--- src/rtl/plru4_pkg.sv ---
package plru4_pkg;

    localparam int NUM_WAYS = 4;
    localparam int WAY_W    = $clog2(NUM_WAYS);
    localparam int PAIR_W   = NUM_WAYS * (NUM_WAYS - 1) / 2;

    typedef logic [PAIR_W-1:0] lru_vec_t;
    typedef logic [WAY_W-1:0]  way_t;

    typedef struct packed {
        lru_vec_t lru;
    } plru_regs_t;

    // bits forced to one when an entry becomes the newest
    function automatic lru_vec_t use_set_mask(input int w);
        case (w)
            0:       return 6'b000000;
            1:       return 6'b100000;
            2:       return 6'b010100;
            default: return 6'b001011;
        endcase
    endfunction

    // bits forced to zero when an entry becomes the newest
    function automatic lru_vec_t use_clr_mask(input int w);
        case (w)
            0:       return 6'b111000;
            1:       return 6'b000110;
            2:       return 6'b000001;
            default: return 6'b000000;
        endcase
    endfunction

    // pair bits an entry's victim pattern depends on
    function automatic lru_vec_t victim_care(input int w);
        return use_set_mask(w) | use_clr_mask(w);
    endfunction

    // an entry is oldest when each of its pair bits is the opposite of what a use writes
    function automatic lru_vec_t victim_value(input int w);
        return use_clr_mask(w);
    endfunction

endpackage

--- src/rtl/plru4_touch.sv ---
module plru4_touch
    import plru4_pkg::*;
(
    input  lru_vec_t cur_lru,
    input  way_t     use_way,
    output lru_vec_t new_lru
);

    lru_vec_t set_tbl [NUM_WAYS];
    lru_vec_t clr_tbl [NUM_WAYS];

    for (genvar w = 0; w < NUM_WAYS; w++) begin : g_mask
        assign set_tbl[w] = use_set_mask(w);
        assign clr_tbl[w] = use_clr_mask(w);
    end

    always_comb begin
        new_lru = (cur_lru & ~clr_tbl[use_way]) | set_tbl[use_way];
    end

endmodule

--- src/rtl/plru4_victim.sv ---
module plru4_victim
    import plru4_pkg::*;
(
    input  lru_vec_t cur_lru,
    output way_t     victim_way,
    output logic     no_match
);

    logic [NUM_WAYS-1:0] pat_hit;

    for (genvar w = 0; w < NUM_WAYS; w++) begin : g_pat
        assign pat_hit[w] = ((cur_lru & victim_care(w)) == victim_value(w));
    end

    // lowest index wins: walk downward so the last assignment is the first match
    always_comb begin
        victim_way = '0;
        for (int w = NUM_WAYS - 1; w >= 0; w--) begin
            if (pat_hit[w]) begin
                victim_way = WAY_W'(w);
            end
        end
        no_match = ~|pat_hit;
    end

endmodule

--- src/rtl/plru4_tracker.sv ---
module plru4_tracker
    import plru4_pkg::*;
(
    input  logic        clk,
    input  logic        rst_n,
    input  logic        hit_vld,
    input  logic [1:0]  hit_way,
    input  logic        refill_vld,
    input  logic        wr_en,
    input  logic [5:0]  wr_lru,
    output logic [1:0]  victim_way,
    output logic        lru_err,
    output logic [5:0]  lru_state
);

    plru_regs_t regs_d;
    plru_regs_t regs_q;

    way_t     use_way;
    logic     use_vld;
    lru_vec_t touched;
    way_t     vic;
    logic     vic_err;

    plru4_victim u_victim (
        .cur_lru    (regs_q.lru),
        .victim_way (vic),
        .no_match   (vic_err)
    );

    plru4_touch u_touch (
        .cur_lru (regs_q.lru),
        .use_way (use_way),
        .new_lru (touched)
    );

    always_comb begin
        use_vld = hit_vld | refill_vld;
        use_way = hit_vld ? hit_way : vic;
        regs_d  = regs_q;
        if (wr_en) begin
            regs_d.lru = wr_lru;
        end else if (use_vld) begin
            regs_d.lru = touched;
        end
    end

    always_ff @(posedge clk or negedge rst_n) begin
        if (!rst_n) begin
            regs_q <= '0;
        end else begin
            regs_q <= regs_d;
        end
    end

    assign victim_way = vic;
    assign lru_err    = vic_err;
    assign lru_state  = regs_q.lru;

endmodule

--- config.mk ---
export PLATFORM = sky130hd
export DESIGN_NAME = plru4_tracker
export DESIGN_NICKNAME = d
export VERILOG_FILES = /design/src/rtl/plru4_pkg.sv /design/src/rtl/plru4_touch.sv /design/src/rtl/plru4_victim.sv /design/src/rtl/plru4_tracker.sv
export SDC_FILE = /design/constraint.sdc
export NUM_CORES = 1
export LEC_CHECK = 0
export BUFFER_PORTS_ARGS = -buffer_cell sky130_fd_sc_hd__clkbuf_2
export CAP_MARGIN = 40
export CORE_MARGIN = 5
export CORE_UTILIZATION = 35
export DETAILED_ROUTE_END_ITERATION = 10
export HOLD_SLACK_MARGIN = 0.15
export PLACE_DENSITY = 0.64
export SYNTH_ARGS = -nofsm -noshare
export SYNTH_HDL_FRONTEND = slang
export SYNTH_HIERARCHICAL = 1
export SYNTH_SLANG_ARGS = --single-unit
--- constraint.sdc ---
create_clock -name clk -period 2.75 [get_ports clk]
set_input_delay 0.1375 -clock clk [delete_from_list [all_inputs] [get_ports clk]]
set_output_delay 0.1375 -clock clk [all_outputs]
set_load 0.005 [all_outputs]
==> results of run 1 <==
layout by cell type (no fill, tap or decap):
cell	netlist	final
or3_4	1	1
clkbuf_2	0	21
o21ai_2	1	1
o311ai_0	5	5
inv_2	1	1
maj3_2	1	1
mux2_2	3	3
clkbuf_4	0	3
dfrtp_1	6	6
dlygate4sd3_1	0	7
inv_1	8	8
a32o_1	1	1
o311ai_1	1	1
maj3_1	1	1
nor2_2	1	1
nand2_1	11	11
or4b_1	6	6
o21ai_0	3	3
nor2_1	2	2
worst max-delay path, cell delays in order, from the launching register on:
cell and delay, ns:
dfrtp_1 0.41, or3_4 0.41, o21ai_2 0.09, mux2_2 0.24, nand2_1 0.08, o21ai_0 0.08, inv_1 0.05, o311ai_0 0.34
per-layer routing:
layer / wire, um / vias up
met5: 0 / -
met2: 605 / 20
li1: - / 258
met1: 590 / 240
met3: 130 / 0
met4: 0 / 0
worst max-delay path by stage:
| stage | start | to | slack [ns] | depth (start not counted) |
|---|---|---|---|---|
| 4_1_cts | lru_state[1] | lru_state[1] | 0.90 | 7 |
| 2_1_floorplan | lru_state[1] | lru_state[4] | 1.01 | 6 |
| 5_1_grt | lru_state[0] | lru_state[1] | 0.77 | 7 |
| 6_report | lru_state[1] | lru_state[1] | 0.92 | 7 |
| 3_3_place_gp | lru_state[0] | lru_state[1] | 0.92 | 7 |
| 3_5_place_dp | lru_state[1] | lru_state[1] | 0.91 | 7 |
final cells by class:
type / instances / area (um^2) / share of cell area
inverters: 9 / 33.8 / 0.0506
clock buffers: 3 / 22.5 / 0.0337
flip-flops and latches: 6 / 150 / 0.225
repair buffers: 28 / 175 / 0.262
well taps: 15 / 18.8 / 0.0281
multi-input cells: 37 / 268 / 0.401
what timing repair did:
| item | in CTS | in global routing |
|---|---|---|
| gates resized for setup | 0 | 0 |
| hold endpoints to repair | 12 | 0 |
| buffers inserted | 0 | 0 |
| hold buffers | 7 | 0 |
where the power goes:
group          total (mW)  switching (mW)  internal, mW
logic               0.122          0.0577        0.0642
clock network      0.0869          0.0372        0.0497
registers           0.119          0.0179         0.101
total               0.327           0.113         0.215
cell families after synthesis:
family | share of synthesized area
simple gates | 0.271
compound gates | 0.185
buf+inv | 0.105
fa+ha+maj | 0.0456
mux | 0.0724
flops | 0.322
stage by stage:
stage	power, mW	area, um^2
after floorplan	0.187	467
final	0.327	668
after detailed placement	0.234	576
after global routing	0.356	668
after global placement	0.235	576
after CTS	0.329	668
==> impl_metrics.csv, run 1 <==
group,metric,value,unit
critical_path,crit_path_end_kind,"register",
drt,dr.pass1.iters,4,
yosys,synthMostInstantiatedCell,"nand2_1",
power_and_ir_drop,ir_worst_vdd,0.298,mV
sta,max_freq,547,MHz
critical_path,cp.required,2.88,ns
sta,slew_headroom,0.733,
yosys,avgSynthCellArea,8.64,um^2
status,outcome,"finished, final reports clean",
floorplan,die_area,0.00216,mm^2
critical_path,start_kind,"register",
sta,tightest_slew,0.399,ns
clock_tree,clkSlewWorstSetupHoldPaths,0.05,ns
global_routing,overflow,0,
sta,hold_viol,0,
global_routing,grt_max_degree,19,
finish,diodes,0,
yosys,yosys.area.top_type,"dfrtp_1",
yosys,ys_ff_latch,6,
global_routing,busiest_layer,"met2",
clock_tree,cts.path.max_buffers,2,
sta,report.final.slew_viol_count,0,
yosys,ys_seq_area_frac,0.322,
yosys,synth_area,467,um^2
floorplan,dieWidth,46.5,um
critical_path,rr_worst_depth,7,
floorplan,fp.dieH,46.5,um
yosys,synthTopCellsByCount,"11 x nand2_1, 8 x inv_1, 6 x dfrtp_1, 6 x or4b_1, 5 x o311ai_0",
global_routing,use_met2,0.217,
clock_tree,clock-sinks,6,
finish,largest_register_ffs,6,
yosys,ys_top_cells_by_area,"dfrtp_1 32%, or4b_1 13%, o311ai_0 9.4%",
finish,n_fill_cell,124,
critical_path,crit_arrival,1.96,ns
drt,avgRoutedWirePerCell,13.5,um
critical_path,crit_fanout,5,
critical_path,path_class,"register to register",
global_routing,grt_antenna_before_repair,0,
flow_run,max_cap_viol_count,0,
yosys,synth_top_area_share,0.322,
sta,rsz0062_at_grt,"no",
global_routing,grt_usage,0.145,
yosys,yosysWarnings,6,
global_routing,grt_pass1_vias,466,
power_and_ir_drop,p_leak,0.322,nW
place,dp.cells,88,
global_routing,use_met3,0.0703,
floorplan,coreArea,0.00128,mm^2
place,place_ws,0.914,ns
sta,tns,0,ns
floorplan,rows,13,
power_and_ir_drop,power_density,490,mW/mm^2
yosys,synth-edff-count,0,
yosys,synth_cell_type_count,18,
yosys,synth_nets,67,
floorplan,start_util,0.363,
critical_path,r2r_end,"lru_state[1]",
drt,vias_per_cell,5.29,
critical_path,rrSetupSlack,0.92,ns
clock_tree,worstSkewPairLatency,0.25,ns
sta,clock_skew,0.000837,ns
yosys,yosys_most_used_dff,"dfrtp_1",
critical_path,reg2reg_from,"lru_state[1]",
finish,drive_gt1_frac,0.386,
sta,fin_crit_sh,0.665,
place,port_buffers,21,
drt,drc,0,
clock_tree,tritoncts,"yes",
finish,utilization,0.520,
yosys,synthCells,54,
sta,fin_crit,1.83,ns
yosys,synthArstFlopShare,1.00,
place,dp_hpwl,933,um
finish,instances_no_fill,98,
floorplan,io_pins,22,
global_routing,grt_pass1_wl,2.14,mm
place,place.gp.congestion,0.756,
drt,via_count,518,
sta,setup_slack,0.921,ns
clock_tree,root_buffer,"clkbuf_4",
drt,routed_wl,1.33,mm
drt,drt_iter0_drc,12,
finish,nets,98,
clock_tree,cts.htree.levels,1,
finish,area_growth,43.2,%
clock_tree,cts_made_buffers,3,
sta,whs,0.252,ns
hold_path,holdCritPathClass,"primary input to async pin",
global_routing,grtUsageMet1,0.185,
sta,final-setup-viol-count,0,
drt,antenna_left,0,
Note: power is estimated with default switching activity, not from simulation.
==> inputs of run 2 (changes only) <==
Settings changed: PLACE_DENSITY 0.64 to 0.66.
Clock period 2.75 ns to 1.5 ns, I/O delays scaled along.
==> run 2 against run 1 <==
Compared with the run above: the run now ends with negative setup slack left; flip-flop and latch count did not move; combinational power rose to 3.0 times the previous value; routed wire length rose by 20%; register-to-register slack got worse by 1.1 ns; power rose by 120%; final cell count rose by 11%; clock skew rose by 0.0016 ns; first-iteration DRC count fell by 33%; critical path depth did not move; non-clock buffer count rose by 11; global-route usage rose by 2.9 points; sequential power rose by 71%; largest power group unchanged.
==> impl_metrics.csv, run 2 (synthesis results as in run 1) <==
group,metric,value,unit
power_and_ir_drop,power_density,904,mW/mm^2
global_routing,grt_max_degree,19,
floorplan,fp.dieH,46.5,um
sta,report.final.slew_viol_count,0,
clock_tree,worstSkewPairLatency,0.26,ns
critical_path,crit_fanout,5,
power_and_ir_drop,clockPowerShare,0.220,
global_routing,grt_antenna_before_repair,0,
drt,vias_per_cell,5.26,
finish,utilization,0.626,
place,place_ws,-0.191,ns
hold_path,holdCritPathClass,"primary input to async pin",
sta,final-setup-viol-count,8,
floorplan,coreArea,0.00128,mm^2
finish,nets,109,
flow_run,max_cap_viol_count,0,
drt,dr.pass1.iters,4,
power_and_ir_drop,ir_worst_vdd,0.477,mV
sta,tightest_slew,0.587,ns
global_routing,grt_pass1_vias,582,
sta,fin_crit_sh,1.14,
drt,via_count,573,
global_routing,grt_usage,0.173,
clock_tree,clock-sinks,6,
clock_tree,clkSlewWorstSetupHoldPaths,0.05,ns
sta,setup_slack,-0.209,ns
sta,rsz0062_at_grt,"yes",
status,outcome,"complete, but fails checks",
floorplan,dieWidth,46.5,um
clock_tree,cts.htree.levels,1,
sta,slew_headroom,0.607,
finish,area_growth,72.4,%
status,violations,"negative setup slack",
critical_path,path_class,"register to register",
drt,antenna_left,0,
drt,drc,0,
power_and_ir_drop,combPwrFrac,0.501,
global_routing,overflow,0,
sta,max_freq,585,MHz
critical_path,crit_arrival,1.83,ns
floorplan,start_util,0.363,
floorplan,io_pins,22,
clock_tree,tritoncts,"yes",
drt,routed_wl,1.60,mm
critical_path,cp.required,1.62,ns
place,dp_hpwl,1.05,mm
floorplan,die_area,0.00216,mm^2
critical_path,crit_path_end_kind,"register",
finish,n_fill_cell,130,
finish,final_common_cell,"clkbuf_2",
power_and_ir_drop,swShare,0.345,
global_routing,grt_pass1_wl,2.54,mm
sta,whs,0.181,ns
finish,drive_gt1_frac,0.543,
power_and_ir_drop,intPower,476,uW
place,place.gp.congestion,0.821,
sta,hold_viol,0,
clock_tree,cts_made_buffers,3,
finish,diodes,0,
power_and_ir_drop,p_switching,251,uW
clock_tree,root_buffer,"clkbuf_4",
sta,clock_skew,0.00245,ns
drt,avgRoutedWirePerCell,14.6,um
power_and_ir_drop,p_seq_frac,0.279,
power_and_ir_drop,totalPowerFinal,727,uW
power_and_ir_drop,p_leak,0.398,nW
clock_tree,cts.path.max_buffers,2,
place,port_buffers,21,
floorplan,rows,13,
sta,fin_crit,1.71,ns
critical_path,start_kind,"register",
finish,final_cell_mix,"21 x clkbuf_2, 11 x buf_4, 9 x nand2_1, 7 x dlygate4sd3_1",
drt,drt_iter0_drc,8,
finish,largest_register_ffs,6,
-- run 2: cell count changes in the layout (fill, tap and decap cells not counted), moves of 3 or more --
| cell | change |
|---|---|
| buf_4 | +11 |
| mux2_2 | -3 |
| mux2_4 | +3 |
| o311ai_0 | -5 |
| o311ai_2 | +4 |
-- run 2: what timing repair did --
item | in CTS | in global routing
hold buffers | 7 | 0
hold endpoints to repair | 12 | 0
gates resized for setup | 4 | 4
pin swaps | 4 | 3
setup buffers | 1 | 1
endpoints found under the setup margin | 6 | 8
-- run 2: through the flow --
stage	cell area, um^2	TNS, ns	std cells
2_1_floorplan	485	-0.670	54
3_3_place_gp	662	-0.674	97
3_5_place_dp	662	-0.858	97
4_1_cts	772	-0.847	108
5_1_grt	805	-1.70	109
6_report	805	-1.20	109
-- run 2: worst paths after layout --
path,startpoint,to,slack [ns],cells after the start
worst max-delay path,lru_state[3],lru_state[2],-0.21,7
worst min register to register,lru_state[4],lru_state[4],0.79,3
min in group clk,refill_vld,lru_state[4],0.24,3
worst min-delay path,rst_n,lru_state[2],0.18,2
max in group asynchronous,rst_n,lru_state[4],1.16,2
worst max register to register,lru_state[3],lru_state[2],-0.21,7
-- run 2: routing by layer --
layer	part of all wire	vias up	global-route usage
met1	0.40	277	0.197
met5	0	-	0
met2	0.52	17	0.286
li1	-	276	-
met3	0.071	3	0.0703
met4	0.014	0	0.0682
-- run 2: power groups by stage --
stage               clock [mW]  combinational (mW)  sequential [mW]
floorplan                    0               0.151            0.215
global placement             0               0.309            0.203
detailed placement           0               0.309            0.203
CTS                      0.170               0.342            0.201
global route             0.179               0.398            0.206
finish                   0.160               0.364            0.203
-- run 2: final cells by class --
cell class	instances	area, um^2	area share
sequential	6	150	0.187
tap	15	18.8	0.0233
clock buffer	3	22.5	0.0280
timing repair buffer	39	258	0.320
multi-input combinational	37	322	0.400
inverter	9	33.8	0.0420
-- run 2: worst max-delay path, cell delays in order (launching register included) --
cell	delay [ns]
dfrtp_1	0.39
or3_4	0.42
o21ai_4	0.07
mux2_4	0.20
inv_2	0.04
maj3_2	0.31
inv_2	0.06
o311ai_2	0.07
==> inputs of run 3 (changes only) <==
Settings changed: CELL_PAD_IN_SITES_DETAIL_PLACEMENT set to 0, CELL_PAD_IN_SITES_GLOBAL_PLACEMENT set to 1, CORE_UTILIZATION 35 to 27, PLACE_DENSITY 0.66 to 0.71.
==> run 3 against run 2 <==
Compared with the run above: the run still ends with negative setup slack left; register-to-register slack better by 0.05 ns; worst hold slack improved by 0.0097 ns; clock power decreased by 4%; flip-flop and latch count is the same; count of clock-buffer cells in the layout stayed put; critical path type unchanged; die area up 23%; final area up 3.3%; maximum frequency increased by 3.0%; combinational power is 2% higher; via count decreased by 0.70%; critical endpoint unchanged; clock skew is 0.0046 ns higher; sequential power is essentially flat.
==> impl_metrics.csv, run 3 (synthesis results as in run 1) <==
group,metric,value,unit
drt,antenna_left,0,
sta,clock_skew,0.00701,ns
sta,tns,-0.678,ns
critical_path,crit_top_cell,"inv_2",
critical_path,path_cells,"or3_4 > o21ai_4 > mux2_4 > inv_2 > maj3_2 > inv_2 > o311ai_2",
sta,fin_crit,1.66,ns
drt,avgRoutedWirePerCell,13.2,um
clock_tree,clkSlewWorstSetupHoldPaths,0.05,ns
floorplan,coreArea,0.00169,mm^2
finish,drive_gt1_frac,0.552,
power_and_ir_drop,totalPowerFinal,729,uW
place,port_buffers,21,
drt,via_count,569,
place,place_ws,-0.132,ns
sta,setup_slack,-0.160,ns
drt,routed_wl,1.49,mm
sta,report.final.slew_viol_count,0,
sta,tightest_slew,0.609,ns
finish,nets,111,
critical_path,cp_top_family,"simple AND/OR/NAND/NOR gates",
global_routing,grt_max_degree,19,
sta,whs,0.191,ns
floorplan,io_pins,22,
global_routing,overflow,0,
floorplan,die_area,0.00266,mm^2
finish,final_cell_mix,"21 x clkbuf_2, 12 x buf_4, 10 x nand2_1, 7 x dlygate4sd3_1",
floorplan,rows,15,
place,dp.cells,99,
sta,fin_crit_sh,1.11,
global_routing,grt_usage,0.123,
flow_run,max_cap_viol_count,0,
drt,vias_per_cell,5.04,
floorplan,dieWidth,51.6,um
critical_path,slowest_delay,0.41,ns
critical_path,path_class,"register to register",
clock_tree,cts.path.max_buffers,2,
sta,hold_viol,0,
sta,max_freq,602,MHz
finish,final_common_cell,"clkbuf_2",
floorplan,fp.dieH,51.6,um
critical_path,start_kind,"register",
floorplan,start_util,0.276,
clock_tree,clock-sinks,6,
drt,drc,0,
place,place.gp.congestion,0.854,
finish,instances_no_fill,113,
sta,rsz0062_at_grt,"yes",
critical_path,path_buf_inv,2,
global_routing,grt_antenna_before_repair,0,
finish,fin_area,831,um^2
clock_tree,tritoncts,"yes",
drt,drt_iter0_drc,10,
critical_path,crit_path_end_kind,"register",
finish,largest_register_ffs,6,
global_routing,grt_pass1_wl,2.38,mm
power_and_ir_drop,power_density,878,mW/mm^2
critical_path,crit_fanout,5,
clock_tree,cts_made_buffers,3,
sta,final-setup-viol-count,7,
clock_tree,root_buffer,"clkbuf_4",
clock_tree,cts.htree.levels,1,
critical_path,cp.required,1.60,ns
place,dp_hpwl,1.04,mm
power_and_ir_drop,ir_worst_vdd,0.288,mV
drt,dr.pass1.iters,3,
status,violations,"negative setup slack",
global_routing,grt_pass1_vias,542,
clock_tree,worstSkewPairLatency,0.25,ns
finish,area_growth,78.0,%
critical_path,slowest_stage,"or3_4",
place,place_area,664,um^2
status,outcome,"complete, but fails checks",
finish,n_fill_cell,163,
critical_path,crit_arrival,1.76,ns
power_and_ir_drop,p_leak,0.411,nW
hold_path,holdCritPathClass,"primary input to async pin",
finish,utilization,0.492,
finish,diodes,0,
sta,slew_headroom,0.593,
[run 3: cell type report]
| class | count | area, um^2 | share of cell area |
|---|---|---|---|
| repair buffers | 41 | 277 | 0.333 |
| flip-flops and latches | 6 | 150 | 0.181 |
| well taps | 17 | 21.3 | 0.0256 |
| inverters | 9 | 33.8 | 0.0407 |
| multi-input cells | 37 | 327 | 0.393 |
| clock buffers | 3 | 22.5 | 0.0271 |
[run 3: layer usage]
layer | up-vias | global-route usage | part of all wire | routed length (um)
li1 | 283 | - | - | -
met1 | 256 | 0.149 | 0.44 | 652
met2 | 21 | 0.178 | 0.44 | 653
met3 | 9 | 0.0287 | 0.064 | 96
met4 | 0 | 0.109 | 0.060 | 90
met5 | - | 0 | 0 | 0
[run 3: power breakdown]
group	leakage, nW	switching, mW	internal (mW)	total (mW)
Clock	0.0138	0.0633	0.0908	0.154
Sequential	0.0733	0.0194	0.185	0.204
Combinational	0.324	0.160	0.210	0.371
[run 3: what timing repair did]
action                                 CTS  global route
setup endpoints to repair                6             8
gates resized for setup                  5             5
pin swaps                                3             3
hold buffers                             7             0
endpoints found under the hold margin   12             0
buffers inserted                         2             2
cloned                                   0             0
[run 3: worst paths after layout]
kind / endpoint / startpoint / slack [ns] / depth (start not counted)
min in group clk: lru_state[1] / refill_vld / 0.22 / 3
worst max-delay path: lru_state[2] / lru_state[3] / -0.16 / 7
worst max register to register: lru_state[2] / lru_state[3] / -0.16 / 7
max in group asynchronous: lru_state[4] / rst_n / 1.14 / 2
worst min-delay path: lru_state[1] / rst_n / 0.19 / 2
worst min register to register: lru_state[0] / lru_state[0] / 0.80 / 5
